File: config.mk
export PLATFORM = sky130hd
export DESIGN_NAME = fpx_status_unit
export DESIGN_NICKNAME = d
export VERILOG_FILES = /design/src/rtl/fpx_pkg.sv /design/src/rtl/fpx_classify.sv /design/src/rtl/fpx_renorm.sv /design/src/rtl/fpx_saturate.sv /design/src/rtl/fpx_status_unit.sv
export SDC_FILE = /design/constraint.sdc
export NUM_CORES = 1
export LEC_CHECK = 0
export CAP_MARGIN = 20
export CORE_ASPECT_RATIO = 0.5
export CORE_UTILIZATION = 33
export DETAILED_ROUTE_END_ITERATION = 16
export GPL_ROUTABILITY_DRIVEN = 1
export PLACE_DENSITY = 0.89
export SLEW_MARGIN = 20
export SYNTH_ARGS = -nofsm -noshare
export SYNTH_HDL_FRONTEND = slang
export SYNTH_SLANG_ARGS = --single-unit
File: constraint.sdc
create_clock -name vclk -period 3.7
set_input_delay 0.37 -clock vclk [all_inputs]
set_output_delay 0.37 -clock vclk [all_outputs]
set_load 0.02 [all_outputs]
File: src/rtl/fpx_pkg.sv
package fpx_pkg;
  // rounding mode codes
  localparam logic [2:0] RM_NEAR_EVEN = 3'd0;
  localparam logic [2:0] RM_TO_ZERO   = 3'd1;
  localparam logic [2:0] RM_UP        = 3'd2;
  localparam logic [2:0] RM_DOWN      = 3'd3;
  localparam logic [2:0] RM_NEAR_AWAY = 3'd4;
  localparam logic [2:0] RM_AWAY      = 3'd5;

  // status vector bit positions
  localparam int FLG_ZERO    = 0;
  localparam int FLG_INF     = 1;
  localparam int FLG_NAN     = 2;
  localparam int FLG_TINY    = 3;
  localparam int FLG_HUGE    = 4;
  localparam int FLG_INEXACT = 5;
  localparam int FLG_W       = 8;

  typedef struct packed {
    logic is_zero;
    logic is_inf;
    logic is_nan;
  } opclass_t;
endpackage

File: src/rtl/fpx_classify.sv
module fpx_classify
  import fpx_pkg::*;
#(
  parameter int EXP_W = 8,
  parameter int MAN_W = 23
) (
  input  logic [EXP_W+MAN_W:0] op,
  output opclass_t             cls
);
  logic [EXP_W-1:0] exp_f;
  logic [MAN_W-1:0] frac_f;
  logic             exp_max;

  assign exp_f   = op[EXP_W+MAN_W-1:MAN_W];
  assign frac_f  = op[MAN_W-1:0];
  assign exp_max = &exp_f;

  always_comb begin
    cls.is_zero = (exp_f == '0) && (frac_f == '0);
    cls.is_inf  = exp_max && (frac_f == '0);
    cls.is_nan  = exp_max && (frac_f != '0);
  end
endmodule

File: src/rtl/fpx_renorm.sv
module fpx_renorm #(
  parameter int EXP_W = 8,
  parameter int MAN_W = 23
) (
  input  logic [MAN_W+1:0]        mant_in,
  input  logic signed [EXP_W+1:0] exp_in,
  output logic [MAN_W-1:0]        frac,
  output logic signed [EXP_W+2:0] exp_adj
);
  logic carry;

  assign carry = mant_in[MAN_W+1];

  always_comb begin
    if (carry) frac = mant_in[MAN_W:1];
    else       frac = mant_in[MAN_W-1:0];
    exp_adj = $signed({exp_in[EXP_W+1], exp_in})
            + $signed({{(EXP_W+2){1'b0}}, carry});
  end
endmodule

File: src/rtl/fpx_saturate.sv
module fpx_saturate
  import fpx_pkg::*;
#(
  parameter int EXP_W = 8,
  parameter int MAN_W = 23
) (
  input  logic               sign,
  input  logic [2:0]         mode,
  input  logic               ovf,
  input  logic               udf,
  output logic [EXP_W+MAN_W:0] sat_word,
  output logic               sat_is_inf,
  output logic               sat_is_zero
);
  localparam logic [EXP_W-1:0] EXP_ONES = {EXP_W{1'b1}};
  localparam logic [EXP_W-1:0] EXP_BIG  = EXP_ONES - 1'b1;
  localparam logic [EXP_W-1:0] EXP_ONE  = {{(EXP_W-1){1'b0}}, 1'b1};

  logic grow;
  logic bump;

  always_comb begin
    unique case (mode)
      RM_TO_ZERO: grow = 1'b0;
      RM_UP:      grow = !sign;
      RM_DOWN:    grow = sign;
      default:    grow = 1'b1;
    endcase
    bump = (mode == RM_AWAY) || ((mode == RM_UP) && !sign)
        || ((mode == RM_DOWN) && sign);
  end

  always_comb begin
    sat_word    = '0;
    sat_is_inf  = 1'b0;
    sat_is_zero = 1'b0;
    if (ovf) begin
      sat_is_inf = grow;
      sat_word   = grow ? {sign, EXP_ONES, {MAN_W{1'b0}}}
                        : {sign, EXP_BIG, {MAN_W{1'b1}}};
    end else if (udf) begin
      sat_is_zero = !bump;
      sat_word    = bump ? {sign, EXP_ONE, {MAN_W{1'b0}}}
                         : {sign, {(EXP_W+MAN_W){1'b0}}};
    end
  end
endmodule

File: src/rtl/fpx_status_unit.sv
module fpx_status_unit
  import fpx_pkg::*;
#(
  parameter int EXP_W = 8,
  parameter int MAN_W = 23
) (
  input  logic [EXP_W+MAN_W:0]  op_a,
  input  logic [EXP_W+MAN_W:0]  op_b,
  input  logic [MAN_W+1:0]      rnd_mant,
  input  logic [EXP_W+1:0]      prod_exp,
  input  logic                  prod_sign,
  input  logic [2:0]            rnd_mode,
  input  logic                  inexact_in,
  output logic [EXP_W+MAN_W:0]  result,
  output logic [FLG_W-1:0]      status
);
  localparam int W = 1 + EXP_W + MAN_W;
  localparam logic signed [EXP_W+2:0] EXP_LIMIT =
    $signed({3'b000, {EXP_W{1'b1}}});
  localparam logic [W-1:0] QNAN =
    {1'b0, {EXP_W{1'b1}}, 1'b1, {(MAN_W-1){1'b0}}};
  localparam logic [W-1:0] MIN_NORM_MAG =
    {1'b0, {(EXP_W-1){1'b0}}, 1'b1, {MAN_W{1'b0}}};

  logic [W-1:0] ops [2];
  opclass_t     cls [2];

  assign ops[0] = op_a;
  assign ops[1] = op_b;

  for (genvar g = 0; g < 2; g++) begin : g_cls
    fpx_classify #(.EXP_W(EXP_W), .MAN_W(MAN_W)) u_cls (
      .op  (ops[g]),
      .cls (cls[g])
    );
  end

  logic any_nan, invalid, any_inf, any_zero;
  assign any_nan  = cls[0].is_nan | cls[1].is_nan;
  assign invalid  = (cls[0].is_zero & cls[1].is_inf) | (cls[0].is_inf & cls[1].is_zero);
  assign any_inf  = cls[0].is_inf | cls[1].is_inf;
  assign any_zero = cls[0].is_zero | cls[1].is_zero;

  logic [MAN_W-1:0]        frac;
  logic signed [EXP_W+2:0] exp_adj;

  fpx_renorm #(.EXP_W(EXP_W), .MAN_W(MAN_W)) u_renorm (
    .mant_in (rnd_mant),
    .exp_in  ($signed(prod_exp)),
    .frac    (frac),
    .exp_adj (exp_adj)
  );

  logic ovf, udf;
  assign ovf = (exp_adj >= EXP_LIMIT);
  assign udf = (exp_adj <= $signed({(EXP_W+3){1'b0}}));

  logic [W-1:0] sat_word;
  logic         sat_is_inf, sat_is_zero;

  fpx_saturate #(.EXP_W(EXP_W), .MAN_W(MAN_W)) u_sat (
    .sign        (prod_sign),
    .mode        (rnd_mode),
    .ovf         (ovf),
    .udf         (udf),
    .sat_word    (sat_word),
    .sat_is_inf  (sat_is_inf),
    .sat_is_zero (sat_is_zero)
  );

  always_comb begin
    result = '0;
    status = '0;
    if (any_nan || invalid) begin
      result          = QNAN;
      status[FLG_NAN] = 1'b1;
    end else if (any_inf) begin
      result          = {prod_sign, {EXP_W{1'b1}}, {MAN_W{1'b0}}};
      status[FLG_INF] = 1'b1;
    end else if (any_zero) begin
      result           = {prod_sign, {(W-1){1'b0}}};
      status[FLG_ZERO] = 1'b1;
    end else if (ovf) begin
      result              = sat_word;
      status[FLG_HUGE]    = 1'b1;
      status[FLG_INEXACT] = 1'b1;
      status[FLG_INF]     = sat_is_inf;
    end else if (udf) begin
      result              = sat_word;
      status[FLG_TINY]    = 1'b1;
      status[FLG_INEXACT] = 1'b1;
      status[FLG_ZERO]    = sat_is_zero;
    end else begin
      result              = {prod_sign, exp_adj[EXP_W-1:0], frac};
      status[FLG_INEXACT] = inexact_in;
    end
  end

  // checks beside the output logic
  always_comb begin
    p_zero_inf_excl_r10: assert ($isunknown(status) ||
      ($countones(status[FLG_NAN:FLG_ZERO]) <= 1))
      else $error("zero/inf/nan flags overlap");
    p_nan_canon_r2: assert ($isunknown({op_a, op_b, result}) ||
      !any_nan || (result == QNAN))
      else $error("NaN operand did not give canonical NaN");
    p_zero_mag_r5: assert ($isunknown({status, result}) ||
      !status[FLG_ZERO] || (result[W-2:0] == '0))
      else $error("zero flag with non-zero magnitude");
    p_huge_exp_r7: assert ($isunknown({status, result}) ||
      !status[FLG_HUGE] || (result[W-2:MAN_W] >= {{(EXP_W-1){1'b1}}, 1'b0}))
      else $error("overflow result below largest exponent");
    p_tiny_mag_r8: assert ($isunknown({status, result}) ||
      !status[FLG_TINY] || (result[W-2:0] == '0) ||
      (result[W-2:0] == MIN_NORM_MAG[W-2:0]))
      else $error("underflow result is neither zero nor min normal");
  end
endmodule

* After elaboration in Yosys (flattened, before gate mapping) *
Index checks and enable logic that the tools add are counted.

word-level totals
  flip-flop bits (word level) = 0
  input bits = 104
  output and inout bits = 40
  logic and storage cells = 61

cells by class
  add/sub/neg operators = 1
  magnitude comparators = 2
  eq/ne operators = 4
  multiplexer cells = 27
  bitwise operators = 6
  reduce and logical (&&, ||, !) cells = 21

operator list
  kind                                                                number
  2-to-1 mux 31 bit                                                   5
  2-to-1 mux 24 bit                                                   2
  logical NOT 23 bit                                                  2
  nonzero test 23 bit                                                 2
  2-to-1 mux 32 bit                                                   1
  2-to-1 mux 23 bit                                                   1
  logical NOT 8 bit                                                   2
  AND reduction 8 bit                                                 2
  2-to-1 mux 1 bit                                                    13
  adder 10 x 2 -> 11 bit                                              1
  greater-or-equal comparator 11 x 9 -> 1 bit, second input constant  1
  less-or-equal comparator 11 x 1 -> 1 bit, second input constant     1
  2-to-1 mux 3 bit                                                    3
  logical AND 1 bit                                                   8
  == test 3 x 2 -> 1 bit, second input constant                       2
  OR 1 bit                                                            4
  == test 3 x 1 -> 1 bit, second input constant                       1
  == test 3 bit, second input constant                                1
  logical OR 1 bit                                                    3
  one-hot mux 1 bit (3 select lines)                                  1
  AND 1 bit                                                           2
  logical NOT 1 bit                                                   2
  2-to-1 mux 2 bit                                                    1

* Longest topological paths before layout *
Gate-level depths: netlist of the first run.

  depth in word-level cells = 11
  mapped depth = 10
  gate-level depth less buffers = 9

* Hierarchy *
A second synthesis of the first run with hierarchy kept.

unflattened totals
  cell total of the unflattened synthesis = 272
  area total of the unflattened synthesis = 1818.0 um^2

modules (own cells, without submodules)
  module           instances  cells each  area each (um^2)  sequential area each (um^2)
  fpx_status_unit  1          146         838.3             0.0
  fpx_renorm       1          48          446.7             0.0
  fpx_saturate     1          44          317.8             0.0
  fpx_classify     2          17          107.6             0.0

* Least setup slack after synthesis of the first run *
No wires, ideal clock.

  kind = input -> output
  start point = in rnd_mant[24]
  end point = out result[2]
  arrival = 2.459 ns
  required time = 3.330 ns
  path slack = 0.871 ns
  cell stages on the path = 10
  path buffers = 1
  cell sequence = ha_1 > ha_1 > nor2b_1 > mux2_2 > a2bb2oi_2 > a41oi_4 > nor4_4 > buf_6 > a31oi_1 > nor2_1

between the ends
  cells in the longest elaborated chain, start to end = 8
  elaborated cells on any way between the ends = 10
  classes of those cells = add/sub (1); order compare (2); mux (7)

ends and longest elaborated chain
  what                                         RTL line               RTL
  from (decl)                                  fpx_status_unit.sv:9   input logic [MAN_W+1:0] rnd_mant,
  adder 10 x 2 -> 11 bit                       fpx_renorm.sv:18       + $signed({{(EXP_W+2){1'b0}}, carry});
  greater-or-equal comparator 11 x 9 -> 1 bit  fpx_status_unit.sv:55  assign ovf = (exp_adj >= EXP_LIMIT);
  2-to-1 mux 31 bit                            fpx_saturate.sv:37     if (ovf) begin
  2-to-1 mux 31 bit                            fpx_status_unit.sv:88  end else if (udf) begin
  2-to-1 mux 31 bit *                          fpx_status_unit.sv:83  end else if (ovf) begin
  2-to-1 mux 31 bit *                          fpx_status_unit.sv:80  end else if (any_zero) begin
  2-to-1 mux 31 bit *                          fpx_status_unit.sv:77  end else if (any_inf) begin
  2-to-1 mux 32 bit *                          fpx_status_unit.sv:74  if (any_nan || invalid) begin
  to (decl)                                    fpx_status_unit.sv:14  output logic [EXP_W+MAN_W:0] result,

Every way passes the cells marked *; elsewhere a longest branch is shown, timed or not.

* Final worst setup path of the first run *
  start point = in rnd_mant[24]
  end point = out result[25]

between the ends
  cells in the longest elaborated chain, start to end = 8
  elaborated cells on any way between the ends = 9
  classes of those cells = add/sub (1); order compare (2); mux (6)

ends and longest elaborated chain
  what                                         RTL line
  adder 10 x 2 -> 11 bit *                     fpx_renorm.sv:18
  greater-or-equal comparator 11 x 9 -> 1 bit  fpx_status_unit.sv:55
  2-to-1 mux 31 bit                            fpx_saturate.sv:37
  2-to-1 mux 31 bit                            fpx_status_unit.sv:88
  2-to-1 mux 31 bit *                          fpx_status_unit.sv:83
  2-to-1 mux 31 bit *                          fpx_status_unit.sv:80
  2-to-1 mux 31 bit *                          fpx_status_unit.sv:77
  2-to-1 mux 32 bit *                          fpx_status_unit.sv:74

Marked as above.

==> impl_metrics.ini, run 1 <==
[drt]
wl_per_cell_um = 14.16
drcViolationCount = 0
drt-pass1-iter-count = 4
first_iter_violations = 80
routed_via_density = 5.312
num_vias = 2093
drt.antenna.violating_nets = 0
drt-total-wl_mm = 5.578

[floorplanning]
core_area_mm2 = 0.003944
die_h_um = 47.58
die_w_um = 93.17
num_rows = 16
ios = 144
start_util_pct = 34.77
die_area_mm2 = 0.004433

[critical_path]
cpPeakStageDelay_ns = 0.63
worstPathArrival_ns = 3.17
cp_max_fo = 6
path_cells = clkdlybuf4s50_1, ha_1, ha_2, nor2b_1, mux2_2, a2bb2oi_2, buf_4, a41o_1, nor2_1, o21ai_0, clkdlybuf4s50_1
worstSetupPathType = in -> out
crit_top_cell = clkdlybuf4s50_1
path_depth = 11
required_ns = 3.33
critical_path.endpoint_type = output port
critPathTopFamily = buffers and inverters
cp_slowest_cell = clkdlybuf4s50_1
crit_buf_inv = 3
startpoint_type = primary input

[final_layout]
drive_above_1_share_pct = 13.24
seq_area_um2 = 0
multi_input_area_mm2 = 0.001309
nets = 449
nClkBuffers = 0
seq_cells = 0
final_util_pct = 71.92
fin_area_mm2 = 0.002836
area_growth_pct = 106.8
fill_cells = 324
antenna_cells = 0

[global_route]
grt_first_pass_wirelength_mm = 8.452
antenna_found_initial = 0
gr-total-overflow = 0
grtUsageTotal_pct = 23.25
grt_pass1_vias = 1890
grt_max_degree = 27

[logic_synthesis]
synth.avg_cell_area_um2 = 6.657
synth-seq-area-share_pct = 0
synth_compound_area_share_pct = 25.64
synth_xor_area_share_pct = 6.387
synthCells = 206
synthMuxAreaShare_pct = 19.71
synth_top_family_by_area = simple AND/OR/NAND/NOR gates
synth_top_cell_by_area = mux2_2
synthesis.area_mm2 = 0.001371
netlist-cell-type-count = 44
synth.most_common_cell = nor2_1
yosysWarnings = 0
synth.top_cell.area_share_pct = 19.71
synthTopCellsByCount = 42 x nor2_1, 24 x mux2_2, 23 x a31oi_1, 16 x nand2_1, 12 x o21ai_0
yosys-top-cells-area = mux2_2 20%, nor2_1 11%, a31oi_1 10%
yosys.area_share.simple_pct = 38.50
yosys.area_share.adder_pct = 2.737

[timing]
maxSlewHeadroom_pct = 54.84
post-route-period-util_pct = 95.58
post-route-min-period_ns = 3.537
fmax_mhz = 282.8
hold_violations = 0
tightest_slew_ns = 0.6760
setup_viol = 0
slew_viol_final = 0

[flow_run]
max_cap_viol_count = 0

[min_path]
min_path_type = in -> out
holdPathStages = 5

[status]
status = completed

[placement]
dpl_cell_area_mm2 = 0.002828
routabilityCongestion = 0.8445
dp_hpwl_mm = 4.644
io_buffers = 140

[power]
worst_ir_drop_vdd_mv = 0.05093
power.leakage_nw = 1.163
power_density_mw_per_mm2 = 115.0
## worst paths after layout
| check | slack (ns) | end | startpoint |
|---|---|---|---|
| hold / removal | 1.76 | result[22] | rnd_mant[23] |
| setup / recovery | 0.16 | result[25] | rnd_mant[24] |
## layer usage
layer  wire, um  vias to the layer above  global-route usage [%]
met5          0                        -                       0
met4         43                        0                   2.769
met3        148                        4                   1.111
met2       3008                       43                   49.26
met1       2377                     1000                   28.01
li1           -                     1046                       -
## metrics by stage
step | cells | power, W | setup WS [ns] | hold slack, ns | TNS (ns)
global route | 394 | 0.0003492 | -0.01297 | 1.804 | -0.01297
CTS | 394 | 0.0003241 | 0.02930 | 1.836 | 0
finish | 394 | 0.0003261 | 0.1635 | 1.756 | 0
detailed placement | 394 | 0.0003348 | -0.04169 | 1.870 | -0.3505
floorplan | 207 | 0.0001419 | 0.8712 | 0.9227 | 0
global placement | 394 | 0.0003283 | 0.02887 | 1.876 | 0
## power breakdown
part	switching (W)	internal, W	leakage (nW)
logic	0.000141	0.000185	1.16
registers	0	0	0
clock network	0	0	0
total	0.000141	0.000185	1.16
## what timing repair did
item / in CTS / in global routing
hold buffers: 0 / 0
resized for setup: 23 / 8
endpoints found under the setup margin: 22 / 11
cloned: 0 / 0
setup buffers: 0 / 0
## logic make-up after synthesis
| group | Yosys count |
|---|---|
| AO/OA/AOI/OAI | 51 |
| buffers and inverters | 17 |
| AND/OR/NAND/NOR | 103 |
| other | 1 |
| multiplexers | 24 |
| XOR/XNOR | 7 |
| adder cells (fa/ha/maj) | 3 |
## cell usage in the layout, fill, tap and decap left out, types with 3 or more instances in the layout
| master | instances |
|---|---|
| a31oi_1 | 23 |
| or4_1 | 4 |
| o21ai_0 | 12 |
| buf_4 | 6 |
| dlygate4sd2_1 | 22 |
| nor3_1 | 8 |
| clkdlybuf4s50_1 | 114 |
| nand3_1 | 3 |
| nor4_1 | 11 |
| dlymetal6s2s_1 | 4 |
| nand4_1 | 7 |
| nor2_1 | 42 |
| inv_1 | 3 |
| mux2_2 | 24 |
| nand2_1 | 16 |
## area by class of cell
| cell class | instances | share of cell area, % |
|---|---|---|
| Inverter | 3 | 0.3970 |
| Multi-Input combinational cell | 190 | 46.14 |
| Tap cell | 54 | 2.382 |
| Timing Repair Buffer | 147 | 51.08 |
No activity file was read; power rests on OpenSTA's default activity.
==> inputs of run 2 (changes only) <==
--- a/config.mk
+++ b/config.mk
@@ -11,6 +11,7 @@
 export DETAILED_ROUTE_END_ITERATION = 16
 export GPL_ROUTABILITY_DRIVEN = 1
 export PLACE_DENSITY = 0.89
+export RECOVER_POWER = 25
 export SLEW_MARGIN = 20
 export SYNTH_ARGS = -nofsm -noshare
 export SYNTH_HDL_FRONTEND = slang
==> impl_metrics.ini, run 2 (synthesis results as in run 1) <==
[timing]
hold_violations = 0
setup_viol = 0
post-route-period-util_pct = 95.80
post-route-min-period_ns = 3.545
tightest_slew_ns = 0.6576
slew_viol_final = 0
maxSlewHeadroom_pct = 56.06
holdWs_ns = 1.755
fmax_mhz = 282.1
fin_ws_ns = 0.1553

[critical_path]
startpoint_type = primary input
worstSetupPathType = in -> out
worstPathArrival_ns = 3.17
required_ns = 3.33
critical_path.endpoint_type = output port
cp_max_fo = 6

[final_layout]
final_cell_mix = 110 x clkdlybuf4s50_1, 42 x nor2_1, 24 x mux2_2, 23 x a31oi_1, 22 x dlygate4sd2_1
multi_input_area_mm2 = 0.001309
fin_area_mm2 = 0.002819
antenna_cells = 0
final_util_pct = 71.48
area_growth_pct = 105.6
nClkBuffers = 0
drive_above_1_share_pct = 13.24
seq_area_um2 = 0
layout_commonest_cell = clkdlybuf4s50_1
seq_cells = 0
nets = 449
fill_cells = 327

[placement]
routabilityCongestion = 0.8445
io_buffers = 140
dpl_cell_area_mm2 = 0.002828
dp_hpwl_mm = 4.644
place_ws_ns = -0.04169

[global_route]
gr-total-overflow = 0
grt_pass1_vias = 1890
grt_first_pass_wirelength_mm = 8.452
grt_max_degree = 27
grtUsageTotal_pct = 23.25
antenna_found_initial = 0

[power]
worst_ir_drop_vdd_mv = 0.05076
power.leakage_nw = 1.141
power_density_mw_per_mm2 = 114.8

[drt]
num_vias = 2090
drt-total-wl_mm = 5.575
drt-pass1-iter-count = 4
drt.antenna.violating_nets = 0
routed_via_density = 5.305
drcViolationCount = 0
first_iter_violations = 86
wl_per_cell_um = 14.15

[floorplanning]
die_w_um = 93.17
core_area_mm2 = 0.003944
die_h_um = 47.58
ios = 144
die_area_mm2 = 0.004433
num_rows = 16
start_util_pct = 34.77

[cts]
hold_buffers = 0

[flow_run]
max_cap_viol_count = 0

[min_path]
min_path_type = in -> out

[status]
status = completed
## run 2: cell types whose count changed in the layout (fill, tap and decap cells not counted)
cell             previous run  this run
dlygate4sd3_1               0         4
dlymetal6s2s_1              4         2
clkdlybuf4s50_1           114       110
clkbuf_1                    0         2
## run 2: path summary, 6_finish.rpt
kind / start / to / slack (ns) / depth (start not counted)
worst max-delay path: rnd_mant[24] / result[25] / 0.16 / 11
worst min-delay path: rnd_mant[23] / result[22] / 1.76 / 5
## run 2: critical path, stage by stage
cell	delay, ns
clkdlybuf4s50_1	0.46
ha_1	0.23
ha_2	0.22
nor2b_1	0.14
mux2_2	0.27
a2bb2oi_2	0.25
buf_4	0.18
a41o_1	0.19
nor2_1	0.07
o21ai_0	0.18
clkdlybuf4s50_1	0.63
## run 2: power breakdown
part / internal (W) / switching [W] / total, W / leakage (nW)
Combinational: 0.000183 / 0.000141 / 0.000324 / 1.14
Clock: 0 / 0 / 0 / 0
Sequential: 0 / 0 / 0 / 0
## run 2: what timing repair did
action                                  4_1_cts  5_1_grt
resized for setup                            23        8
endpoints found under the setup margin       22       11
buffers inserted                              0        0
## run 2: routing by layer
metal / track usage, % / wire length (um) / vias up
li1: - / - / 1046
met1: 28.01 / 2396 / 989
met2: 49.26 / 2953 / 47
met3: 1.111 / 142 / 8
met4: 2.769 / 82 / 0
met5: 0 / 0 / -
## run 2: stage by stage
stage	power, W	cells	setup TNS (ns)
after floorplan	0.0001419	207	0
after global placement	0.0003283	394	0
after detailed placement	0.0003348	394	-0.3505
after CTS	0.0003241	394	0
after global routing	0.0003467	394	-0.01297
final	0.0003237	394	0
## run 2: cell type report
type / count / share of cell area, %
Tap cell: 54 / 2.397
Multi-Input combinational cell: 190 / 46.43
Timing Repair Buffer: 147 / 50.78
Inverter: 3 / 0.3995
==> inputs of run 3 (changes only) <==
--- a/config.mk
+++ b/config.mk
@@ -5,12 +5,14 @@
 export SDC_FILE = /design/constraint.sdc
 export NUM_CORES = 1
 export LEC_CHECK = 0
+export ABC_AREA = 1
 export CAP_MARGIN = 20
 export CORE_ASPECT_RATIO = 0.5
-export CORE_UTILIZATION = 33
+export CORE_MARGIN = 1.5
+export CORE_UTILIZATION = 37
 export DETAILED_ROUTE_END_ITERATION = 16
 export GPL_ROUTABILITY_DRIVEN = 1
-export PLACE_DENSITY = 0.89
+export PLACE_DENSITY = 0.88
 export RECOVER_POWER = 25
 export SLEW_MARGIN = 20
 export SYNTH_ARGS = -nofsm -noshare
==> impl_metrics.ini, run 3 <==
[critical_path]
worstSetupPathType = in -> out
required_ns = 3.33
cp_max_fo = 25
crit_buf_inv = 4
cp_slowest_cell = clkdlybuf4s50_1
worstSetupStartpoint = rnd_mant[24]
critPathTopFamily = buffers and inverters
path_cells = clkdlybuf4s50_1, buf_6, ha_1, nand2_1, nor2_4, nand2_2, o21ai_2, nand2_1, nor2_4, nand2_4, nand2_8, nand2_1, inv_1, nand2_1, nand2_1, clkdlybuf4s50_1
cpPeakStageDelay_ns = 0.60
worstPathArrival_ns = 3.09
crit_top_cell = nand2_1
critical_path.endpoint_type = output port
startpoint_type = primary input

[global_route]
antenna_found_initial = 0
grt_max_degree = 26
gr-total-overflow = 0
grt.met3_usage_pct = 0.4032
grt_pass1_vias = 2063
grtUsageTotal_pct = 19.67
met2_usage_pct = 37.87
grt-busiest-layer = met2
use_met1_pct = 26.28
grt_first_pass_wirelength_mm = 8.645

[status]
status = completed

[drt]
first_iter_violations = 112
drt-total-wl_mm = 5.883
drcViolationCount = 0
num_vias = 2621
drt.antenna.violating_nets = 0
wl_per_cell_um = 10.68
routed_via_density = 4.757
drt-pass1-iter-count = 4

[min_path]
min_path_type = in -> out
min_from = rnd_mant[6]

[logic_synthesis]
synthTopCellsByCount = 94 x nand2_1, 68 x nor2_1, 55 x inv_1, 36 x nand3_1, 23 x nor2_2
synth.most_common_cell = nand2_1
yosysWarnings = 0
synthesis.area_mm2 = 0.001753
synthCells = 362
synth.avg_cell_area_um2 = 4.842
synth-seq-area-share_pct = 0
synth.top_cell.area_share_pct = 20.13
netlist-cell-type-count = 29
yosys-top-cells-area = nand2_1 20%, nor2_1 15%, inv_1 12%
synth_top_cell_by_area = nand2_1

[floorplanning]
die_h_um = 51.67
die_area_mm2 = 0.005185
start_util_pct = 39.24
die_w_um = 100.3
core_area_mm2 = 0.004467
ios = 144
num_rows = 17

[timing]
maxSlewHeadroom_pct = 64.98
fmax_mhz = 288.6
setup_viol = 0
hold_violations = 0
slew_viol_final = 0
fin_tns_setup_ns = 0
tightest_slew_ns = 0.5197
fin_ws_ns = 0.2352
post-route-period-util_pct = 93.64
rsz0062_at_grt = no
post-route-min-period_ns = 3.465

[placement]
place_ws_ns = 0.05558
dp_hpwl_mm = 4.780
routabilityCongestion = 0.9074
io_buffers = 140
dpl_cell_area_mm2 = 0.003152

[cts]
post-cts-setup-buffers = 0
hold_buffers = 0

[flow_run]
max_cap_viol_count = 0

[final_layout]
final_cell_mix = 107 x clkdlybuf4s50_1, 94 x nand2_1, 68 x nor2_1, 55 x inv_1, 36 x nand3_1
nClkBuffers = 0
seq_cells = 0
seq_area_um2 = 0
drive_above_1_share_pct = 10.12
layout_commonest_cell = clkdlybuf4s50_1
nets = 603
antenna_cells = 0
fin_area_mm2 = 0.003192
fill_cells = 389
area_growth_pct = 82.08

[power]
worst_ir_drop_vdd_mv = 0.04906
power_density_mw_per_mm2 = 124.7
power.leakage_nw = 1.760
==> run 3: cells by family (layout without fill, tap and decap cells) <==
| logic type | count (synthesis) | count (layout) | share of synthesized area (%) |
|---|---|---|---|
| buf+inv | 75 | 206 | 20.77 |
| simple gates | 247 | 247 | 64.81 |
| compound gates | 34 | 34 | 10.92 |
| fa+ha+maj | 3 | 3 | 2.142 |
| other cells | 1 | 2 | 0.2139 |
| mux | 1 | 1 | 0.6424 |
| xor+xnor | 1 | 1 | 0.4997 |
==> run 3: worst paths after layout <==
check          to  slack, ns  depth (start not counted)
min     result[5]       1.62                          8
max    result[23]       0.24                         16
==> run 3: repair_timing <==
| item | 4_1_cts | 5_1_grt |
|---|---|---|
| hold endpoints to repair | 0 | 0 |
| setup endpoints to repair | 0 | 32 |
| gates resized for setup | 0 | 35 |
==> run 3: final cells by class <==
cell class / instances / area [um2] / share of cell area, %
inverters: 59 / 221.5 / 6.938
multi-input cells: 288 / 1409 / 44.14
well taps: 57 / 71.32 / 2.234
repair buffers: 147 / 1490 / 46.69
==> run 3: where the power goes <==
part	total (W)	switching, W	internal [W]
Clock	0	0	0
Combinational	0.000398	0.000191	0.000207
Sequential	0	0	0
==> run 3: per-stage QoR <==
stage	util, %	hold slack, ns	instances	total power, W
after floorplan	-	0.9025	363	0.0002058
after CTS	70.56	1.809	551	0.0004122
after global placement	70.56	1.802	551	0.0004063
final	71.46	1.622	551	0.0003979
after global routing	71.46	1.683	551	0.0004337
after detailed placement	70.56	1.809	551	0.0004108
==> run 3: per-layer routing <==
metal	wire length (um)	vias up	share of wire [%]
met5	0	-	0
met4	4	0	0.068
met3	295	2	5.0
met2	3105	84	53
met1	2477	1147	42
li1	-	1388	-
